==> config.mk <==
export PLATFORM = sky130hd
export DESIGN_NAME = hscmp_channel
export DESIGN_NICKNAME = d
export VERILOG_FILES = /design/src/rtl/hscmp_pkg.sv /design/src/rtl/hscmp_rst_sync.sv /design/src/rtl/hscmp_regs.sv /design/src/rtl/hscmp_match.sv /design/src/rtl/hscmp_out.sv /design/src/rtl/hscmp_channel.sv
export SDC_FILE = /design/constraint.sdc
export NUM_CORES = 1
export LEC_CHECK = 0
export ABC_AREA = 1
export BUFFER_PORTS_ARGS = -buffer_cell sky130_fd_sc_hd__buf_4
export CORE_ASPECT_RATIO = 0.5
export CORE_MARGIN = 1.5
export CORE_UTILIZATION = 25
export DETAILED_ROUTE_END_ITERATION = 12
export PLACE_DENSITY_LB_ADDON = 0.08
export SYNTH_ARGS = -nofsm -noshare
export SYNTH_HDL_FRONTEND = slang
export SYNTH_SLANG_ARGS = --single-unit
==> constraint.sdc <==
create_clock -name clk_i -period 1.2 [get_ports clk_i]
set_input_delay 0.3 -clock clk_i [delete_from_list [all_inputs] [get_ports clk_i]]
set_output_delay 0.3 -clock clk_i [all_outputs]
set_load 0.02 [all_outputs]
==> src/rtl/hscmp_pkg.sv <==
package hscmp_pkg;
  typedef struct packed {
    logic cmp_en;
    logic tog_en;
    logic flag_en;
    logic irq_en;
  } hscmp_mode_t;

  localparam int unsigned LANES = 2;
endpackage

==> src/rtl/hscmp_rst_sync.sv <==
module hscmp_rst_sync (
  input  logic clk_i,
  input  logic rst_ni,
  output logic rst_no
);
  logic [1:0] sync_q;
  logic [1:0] sync_d;

  always_comb begin
    sync_d = {sync_q[0], 1'b1};
  end

  always_ff @(posedge clk_i or negedge rst_ni) begin
    if (!rst_ni) sync_q <= 2'b00;
    else         sync_q <= sync_d;
  end

  assign rst_no = sync_q[1];
endmodule

==> src/rtl/hscmp_regs.sv <==
module hscmp_regs #(
  parameter int unsigned DATA_W = 8,
  localparam int unsigned CNT_W = hscmp_pkg::LANES * DATA_W
) (
  input  logic              clk_i,
  input  logic              rst_ni,
  input  logic              wr_lo_i,
  input  logic              wr_hi_i,
  input  logic [DATA_W-1:0] wr_data_i,
  output logic [CNT_W-1:0]  cmp_val_o,
  output logic              armed_o
);
  logic [hscmp_pkg::LANES-1:0] lane_we;
  assign lane_we = {wr_hi_i, wr_lo_i};

  for (genvar g = 0; g < hscmp_pkg::LANES; g++) begin : g_lane
    logic [DATA_W-1:0] byte_q;
    logic [DATA_W-1:0] byte_d;

    always_comb begin
      byte_d = byte_q;
      if (lane_we[g]) byte_d = wr_data_i;
    end

    always_ff @(posedge clk_i or negedge rst_ni) begin
      if (!rst_ni) byte_q <= '0;
      else         byte_q <= byte_d;
    end

    assign cmp_val_o[g*DATA_W +: DATA_W] = byte_q;
  end

  logic arm_q;
  logic arm_d;

  // High byte wins over low byte so a combined write leaves the compare armed.
  always_comb begin
    arm_d = arm_q;
    if (wr_lo_i) arm_d = 1'b0;
    if (wr_hi_i) arm_d = 1'b1;
  end

  always_ff @(posedge clk_i or negedge rst_ni) begin
    if (!rst_ni) arm_q <= 1'b1;
    else         arm_q <= arm_d;
  end

  assign armed_o = arm_q;

  a_r3_lo_disarms: assert property (@(posedge clk_i) disable iff (!rst_ni)
    (wr_lo_i && !wr_hi_i) |=> !armed_o);
  a_r4_hi_arms: assert property (@(posedge clk_i) disable iff (!rst_ni)
    wr_hi_i |=> armed_o);
  a_r11_lo_data: assert property (@(posedge clk_i) disable iff (!rst_ni)
    wr_lo_i |=> cmp_val_o[DATA_W-1:0] == $past(wr_data_i));
  a_r4_arm_holds: assert property (@(posedge clk_i) disable iff (!rst_ni)
    (!wr_lo_i && !wr_hi_i) |=> $stable(armed_o));
endmodule

==> src/rtl/hscmp_match.sv <==
module hscmp_match #(
  parameter int unsigned CNT_W = 16
) (
  input  logic             clk_i,
  input  logic             rst_ni,
  input  logic [CNT_W-1:0] count_i,
  input  logic [CNT_W-1:0] cmp_val_i,
  input  logic             armed_i,
  input  logic             cmp_en_i,
  input  logic             wr_busy_i,
  output logic             match_o
);
  logic [CNT_W-1:0] prev_q;
  logic [CNT_W-1:0] prev_d;
  logic             seen_q;
  logic             seen_d;
  logic             fresh;
  logic             equal;

  always_comb begin
    prev_d = count_i;
    seen_d = 1'b1;
  end

  always_ff @(posedge clk_i or negedge rst_ni) begin
    if (!rst_ni) begin
      prev_q <= '0;
      seen_q <= 1'b0;
    end else begin
      prev_q <= prev_d;
      seen_q <= seen_d;
    end
  end

  always_comb begin
    fresh   = !seen_q || (count_i != prev_q);
    equal   = (count_i == cmp_val_i);
    match_o = cmp_en_i && armed_i && fresh && equal && !wr_busy_i;
  end

  a_r9_once_per_value: assert property (@(posedge clk_i) disable iff (!rst_ni)
    match_o |=> (!match_o || count_i != $past(count_i)));
  a_r10_write_blocks: assert property (@(posedge clk_i) disable iff (!rst_ni)
    wr_busy_i |-> !match_o);
  a_r2_full_equal: assert property (@(posedge clk_i) disable iff (!rst_ni)
    match_o |-> (count_i == cmp_val_i));
endmodule

==> src/rtl/hscmp_out.sv <==
module hscmp_out (
  input  logic                    clk_i,
  input  logic                    rst_ni,
  input  logic                    match_i,
  input  hscmp_pkg::hscmp_mode_t  mode_i,
  input  logic                    flag_clr_i,
  output logic                    pin_o,
  output logic                    flag_o,
  output logic                    irq_o
);
  logic pin_q, pin_d;
  logic flag_q, flag_d;

  always_comb begin
    pin_d  = pin_q;
    flag_d = flag_q;
    if (match_i && mode_i.tog_en) pin_d = !pin_q;
    if (flag_clr_i)               flag_d = 1'b0;
    if (match_i && mode_i.flag_en) flag_d = 1'b1;
  end

  always_ff @(posedge clk_i or negedge rst_ni) begin
    if (!rst_ni) begin
      pin_q  <= 1'b0;
      flag_q <= 1'b0;
    end else begin
      pin_q  <= pin_d;
      flag_q <= flag_d;
    end
  end

  assign pin_o  = pin_q;
  assign flag_o = flag_q;
  assign irq_o  = flag_q && mode_i.irq_en;

  a_r5_toggle: assert property (@(posedge clk_i) disable iff (!rst_ni)
    (match_i && mode_i.tog_en) |=> pin_o != $past(pin_o));
  a_r5_hold: assert property (@(posedge clk_i) disable iff (!rst_ni)
    !(match_i && mode_i.tog_en) |=> $stable(pin_o));
  a_r6_sticky: assert property (@(posedge clk_i) disable iff (!rst_ni)
    (flag_o && !flag_clr_i) |=> flag_o);
  a_r6_set_wins: assert property (@(posedge clk_i) disable iff (!rst_ni)
    (match_i && mode_i.flag_en) |=> flag_o);
  a_r7_irq_needs_flag: assert property (@(posedge clk_i) disable iff (!rst_ni)
    irq_o |-> flag_o);
endmodule

==> src/rtl/hscmp_channel.sv <==
module hscmp_channel #(
  parameter int unsigned DATA_W = 8,
  localparam int unsigned CNT_W = hscmp_pkg::LANES * DATA_W
) (
  input  logic              clk_i,
  input  logic              rst_ni,
  input  logic [CNT_W-1:0]  tb_count_i,
  input  logic              wr_lo_i,
  input  logic              wr_hi_i,
  input  logic [DATA_W-1:0] wr_data_i,
  input  logic              cmp_en_i,
  input  logic              tog_en_i,
  input  logic              flag_en_i,
  input  logic              irq_en_i,
  input  logic              flag_clr_i,
  output logic              pin_o,
  output logic              flag_o,
  output logic              irq_o
);
  logic                   rst_n;
  logic [CNT_W-1:0]       cmp_val;
  logic                   armed;
  logic                   match;
  hscmp_pkg::hscmp_mode_t mode;

  assign mode = '{cmp_en: cmp_en_i, tog_en: tog_en_i,
                  flag_en: flag_en_i, irq_en: irq_en_i};

  hscmp_rst_sync u_rst (
    .clk_i  (clk_i),
    .rst_ni (rst_ni),
    .rst_no (rst_n)
  );

  hscmp_regs #(.DATA_W(DATA_W)) u_regs (
    .clk_i     (clk_i),
    .rst_ni    (rst_n),
    .wr_lo_i   (wr_lo_i),
    .wr_hi_i   (wr_hi_i),
    .wr_data_i (wr_data_i),
    .cmp_val_o (cmp_val),
    .armed_o   (armed)
  );

  hscmp_match #(.CNT_W(CNT_W)) u_match (
    .clk_i     (clk_i),
    .rst_ni    (rst_n),
    .count_i   (tb_count_i),
    .cmp_val_i (cmp_val),
    .armed_i   (armed),
    .cmp_en_i  (mode.cmp_en),
    .wr_busy_i (wr_lo_i || wr_hi_i),
    .match_o   (match)
  );

  hscmp_out u_out (
    .clk_i      (clk_i),
    .rst_ni     (rst_n),
    .match_i    (match),
    .mode_i     (mode),
    .flag_clr_i (flag_clr_i),
    .pin_o      (pin_o),
    .flag_o     (flag_o),
    .irq_o      (irq_o)
  );

  a_r8_disabled_quiet: assert property (@(posedge clk_i) disable iff (!rst_n)
    !cmp_en_i |=> ($stable(pin_o) && (flag_o || !$past(flag_o) || $past(flag_clr_i))));
  a_r3_disarmed_no_match: assert property (@(posedge clk_i) disable iff (!rst_n)
    !armed |-> !match);
endmodule

Yosys cells after proc, flatten, opt, wreduce, memory -nomap -nowiden
Index checks and enable logic that the tools add are counted.

Register bits after elaboration: 38. Bits of input ports: 33. Output and inout bits: 3.

Multiplexer cells: 4. Reduce and logical (&&, ||, !) cells: 14. Eq/ne operators: 2.

Operator list (number): 16-bit == test (1); 16-bit inequality test (1); 1-bit logical AND (7); 1-bit 2-to-1 mux (4); 2-bit nonzero test (2); 1-bit zero test (3); 1-bit logical OR (2).

Logic depth before layout (Yosys ltp)
Depth after elaboration: 7. Depth in mapped cells: 11. Gate-level depth less buffers: 11.

Modules after synthesis
Synthesis repeated with hierarchy kept, for this count alone.

Cell total of the unflattened synthesis: 232. Area, all modules: 1788.0 µm².

By module, submodules not included: hscmp_match (cells an instance 143, sequential area each 425.4 µm², area an instance 984.7 µm², times used 1); hscmp_regs (cells an instance 71, sequential area each 426.7 µm², area an instance 644.4 µm², times used 1); hscmp_out (cells an instance 12, sequential area each 50.0 µm², area an instance 93.8 µm², times used 1); hscmp_rst_sync (cells an instance 3, sequential area each 50.0 µm², area an instance 53.8 µm², times used 1); hscmp_channel (cells an instance 3, sequential area each 0.0 µm², area an instance 11.3 µm², times used 1).

Worst setup path before layout
No wires, ideal clock.

Kind: register to register. Start point: register u_regs.arm_q, in the netlist u_regs.armed_o. End point: register u_out.pin_q, in the netlist u_out.pin_o. Buffers on the path: 0. Setup time: 0.117 ns. Data arrival time: 1.106 ns. Data required time: 1.083 ns. Cell stages (with the launch flop): 10. Path slack: -0.023 ns. Cell sequence: dfstp_2 > nand2_2 > nor2_1 > nand2_1 > nor2_1 > nand3_1 > nor2_2 > nand3_1 > nand2_1 > nand2_1.

Word-level cells in the longest chain between the ends: 5.

RTL lines: from (decl) (RTL line hscmp_regs.sv:33) `logic arm_q;`; from (signal assigned) (RTL line hscmp_regs.sv:45) `else arm_q <= arm_d;`; 1-bit logical AND (4 in a row) (RTL line hscmp_match.sv:38) `match_o = cmp_en_i && armed_i && fresh && equal && !wr_busy_i;`; 1-bit logical AND (RTL line hscmp_out.sv:17) `if (match_i && mode_i.tog_en) pin_d = !pin_q;`; to (signal assigned) (RTL line hscmp_out.sv:27) `pin_q <= pin_d;`; to (decl) (RTL line hscmp_out.sv:11) `logic pin_q, pin_d;`.

Every way passes these cells. A chain may end at the register's enable or synchronous reset.

Worst setup path in the final report
Same ends and word-level chain as after synthesis.

==> metrics.txt <==
RR Endpoint u_out.pin_o$_DFFE_PN0P_; Post-Layout Inst Area 0.00283 mm2; Syn Area/Cell 6.53 um2; register area share after synthesis 0.454; Max Root-Sink Buffers 2; Slowest Stage Delay on Critical Path 0.55 ns; Vias/cell 4.05; largest net degree at the start of global routing 37; total power 3.31 mW; register area 952 um2; Pins Over Slew Limit 0; Critical R2R Launch u_regs.armed_o$_DFFE_PN1P_; post-synth cell types 19; grt met2 use 0.206; core area 0.00806 mm2; fin crit share 1.12; power share of the sequential group 0.427; cts bufs inserted 5; CP dominant cell by count nand2_1; worst hold path class input pin to register; crit path max fanout 2; Final ANT Viol Nets 0; hold endpoint u_match.prev_q[4]$_DFF_PN0_; Ys Warns 0; failing checks negative setup slack; share of the synthesized area in the top cell type 0.442; CTS sink cnt 38; synth cell count leaders nand2_1 (144), inv_1 (53), dfrtp_1 (37), nor2_1 (37), o21ai_0 (16); Reg clk slew, reported paths 0.06 ns; GR Overflow Total 0; share of layout cells above drive strength 1 0.205; # diodes 0; CP endpoint kind register; critical path, cell by cell nand2_2 > nor2_1 > nand2_1 > nor2_2 > nand3_1 > nor2_2 > nand3_1 > nand2_1 > nand2_1; worst r2r path cells 9; Die Wd 132 um; Hold Startpoint tb_count_i[4]; Leak 1.62 nW; CP Data Arrival Time 1.52 ns; GPL Wtd Cong 0.843; global-route track usage on met3 0.0368; Power Dens Cells 1170 mW/mm2; Vias 2012; Die Y 67.7 um; Total GRT Usage 0.148; global-route wire length before repair 9790 um; 1st-iter DRT viols 88; post-DR wirelength/cell 12.3 um; Initial Util 0.260; nets 417; post-synth top area cell dfrtp_1; Multi-input gate area 910 um2; CTS tree built; Final Hold Violating Endpoints 0; CP max-delay cell dfstp_2; Place WS -0.193 ns; row count 23; status finished, violations left; hpwl dp 4950 um; clock share of power 0.387; crit path kind register to register; drt pass-1 iters 4; CP bufs+invs 0; clock skew 0.00512 ns; Post-synth EDFFs 0; sw power 0.905 mW; Final Critical Period 1.34 ns; synthesized cell area 0.00210 mm2; Post-Place Cells 485; CP top delay family simple AND/OR/NAND/NOR gates; initial antenna violation count 0; # IOs 36; PortBufs 35; Main synth FF type dfrtp_1; worst skew pair latency 0.28 ns; Critical Path Source Type register; Layout Utilization 0.351; vias in the first global route 1895; GRT met1 Usage 0.221; Sw Ratio 0.274; post-route setup slack -0.143 ns; flops & latches, synth 38; fmax 0.744 GHz; synthesized instance count 321; RSZ-0062 raised after global routing yes; Max VDD drop 544 uV; MaxCap Viol Count 0; final setup violation count 2; H-tree lvl count 2; Finished Layout Cells 497; Die Area 0.00897 mm2; Area contributors post-synth dfrtp_1 (44%), nand2_1 (26%), inv_1 (9.5%), nor2_1 (6.6%), o21ai_0 (3.8%); Async SR Flop Fraction 1.00; clk root buf clkbuf_16; TNS Setup -0.220 ns; FILL cells 902; Area growth, synth to finish 34.9%; final hold slack 0.148 ns; DR DRC count 0; top-count cell post-synth nand2_1; Post-DP Area 0.00264 mm2; hold-critical path depth 1; grt peak-use layer met1; P_int 2.40 mW; Worst R2R Setup Slack -0.14 ns; worst path required time 1.38 ns; WL final 6090 um; Logic pwr share 0.186
placed cells by master, fill, tap and decap left out:
cell type,n
dfrtp_1,37
o21ai_0,16
inv_2,6
nand2_1,142
nor2_1,33
conb_1,2
clkbuf_16,5
dfstp_2,1
buf_6,2
a21oi_1,1
a21boi_0,1
nand4_1,4
o21ai_1,1
buf_12,1
xnor2_1,2
dlygate4sd3_1,1
clkbuf_1,3
buf_4,55
inv_1,52
nand3_1,11
nand2_2,3
nor2_2,5
clkinv_2,1
routing by layer:
metal | up-vias | part of all wire
li1 | 1071 | -
met2 | 35 | 0.38
met3 | 6 | 0.030
met1 | 900 | 0.58
met4 | 0 | 0.012
met5 | - | 0
sequential cells by signal, indices dropped and copies added, names as in the netlist:
signal and flops:
u_match.seen_q 1, u_out.flag_o 1, u_regs.g_lane.byte_q 16, u_rst.sync_q 2, u_regs.armed_o 1, u_match.prev_q 16, u_out.pin_o 1
cell type report:
cell class,instances,share of cell area
timing repair buffer,59,0.165
multi-input combinational,221,0.322
inverter,59,0.0788
tap,112,0.0496
clock buffer,8,0.0483
sequential,38,0.337
worst max-delay path by stage:
stage,start,end,slack (ns),cells past startpoint
final,u_regs.armed_o$_DFFE_PN1P_,u_out.pin_o$_DFFE_PN0P_,-0.14,9
after global routing,u_regs.armed_o$_DFFE_PN1P_,u_out.pin_o$_DFFE_PN0P_,-0.31,9
after CTS,u_regs.armed_o$_DFFE_PN1P_,u_out.pin_o$_DFFE_PN0P_,-0.13,9
after detailed placement,u_regs.armed_o$_DFFE_PN1P_,u_out.pin_o$_DFFE_PN0P_,-0.19,9
after global placement,u_regs.armed_o$_DFFE_PN1P_,u_out.pin_o$_DFFE_PN0P_,-0.18,9
after floorplan,u_regs.armed_o$_DFFE_PN1P_,u_out.pin_o$_DFFE_PN0P_,-0.02,9
worst reg2reg max path, cell delays in order, from the launching register on:
cell and delay, ns:
dfstp_2 0.55, nand2_2 0.06, nor2_1 0.08, nand2_1 0.07, nor2_2 0.09, nand3_1 0.09, nor2_2 0.10, nand3_1 0.07
nand2_1 0.07, nand2_1 0.05
power groups by stage:
stage | clock [mW] | combinational, mW | sequential (mW)
2_1_floorplan | 0 | 0.304 | 1.44
3_3_place_gp | 0 | 0.601 | 1.43
3_5_place_dp | 0 | 0.601 | 1.43
4_1_cts | 1.33 | 0.617 | 1.41
5_1_grt | 1.37 | 0.709 | 1.42
6_report | 1.28 | 0.615 | 1.41
cell families after synthesis:
group                  count (synthesis)  synth area share
flip-flops                            38             0.454
XOR/XNOR                               2           0.00836
AO/OA/AOI/OAI                         19            0.0466
buffers and inverters                 63             0.121
AND/OR/NAND/NOR                      198             0.368
other                                  1           0.00179
timing repair:
item,4_1_cts,5_1_grt
pin swaps,4,5
endpoints found under the hold margin,2,0
cloned,0,0
buffers inserted,3,0
setup endpoints to repair,3,3
hold buffers,1,0
resized for setup,3,6
No activity file was read; power rests on OpenSTA's default activity.
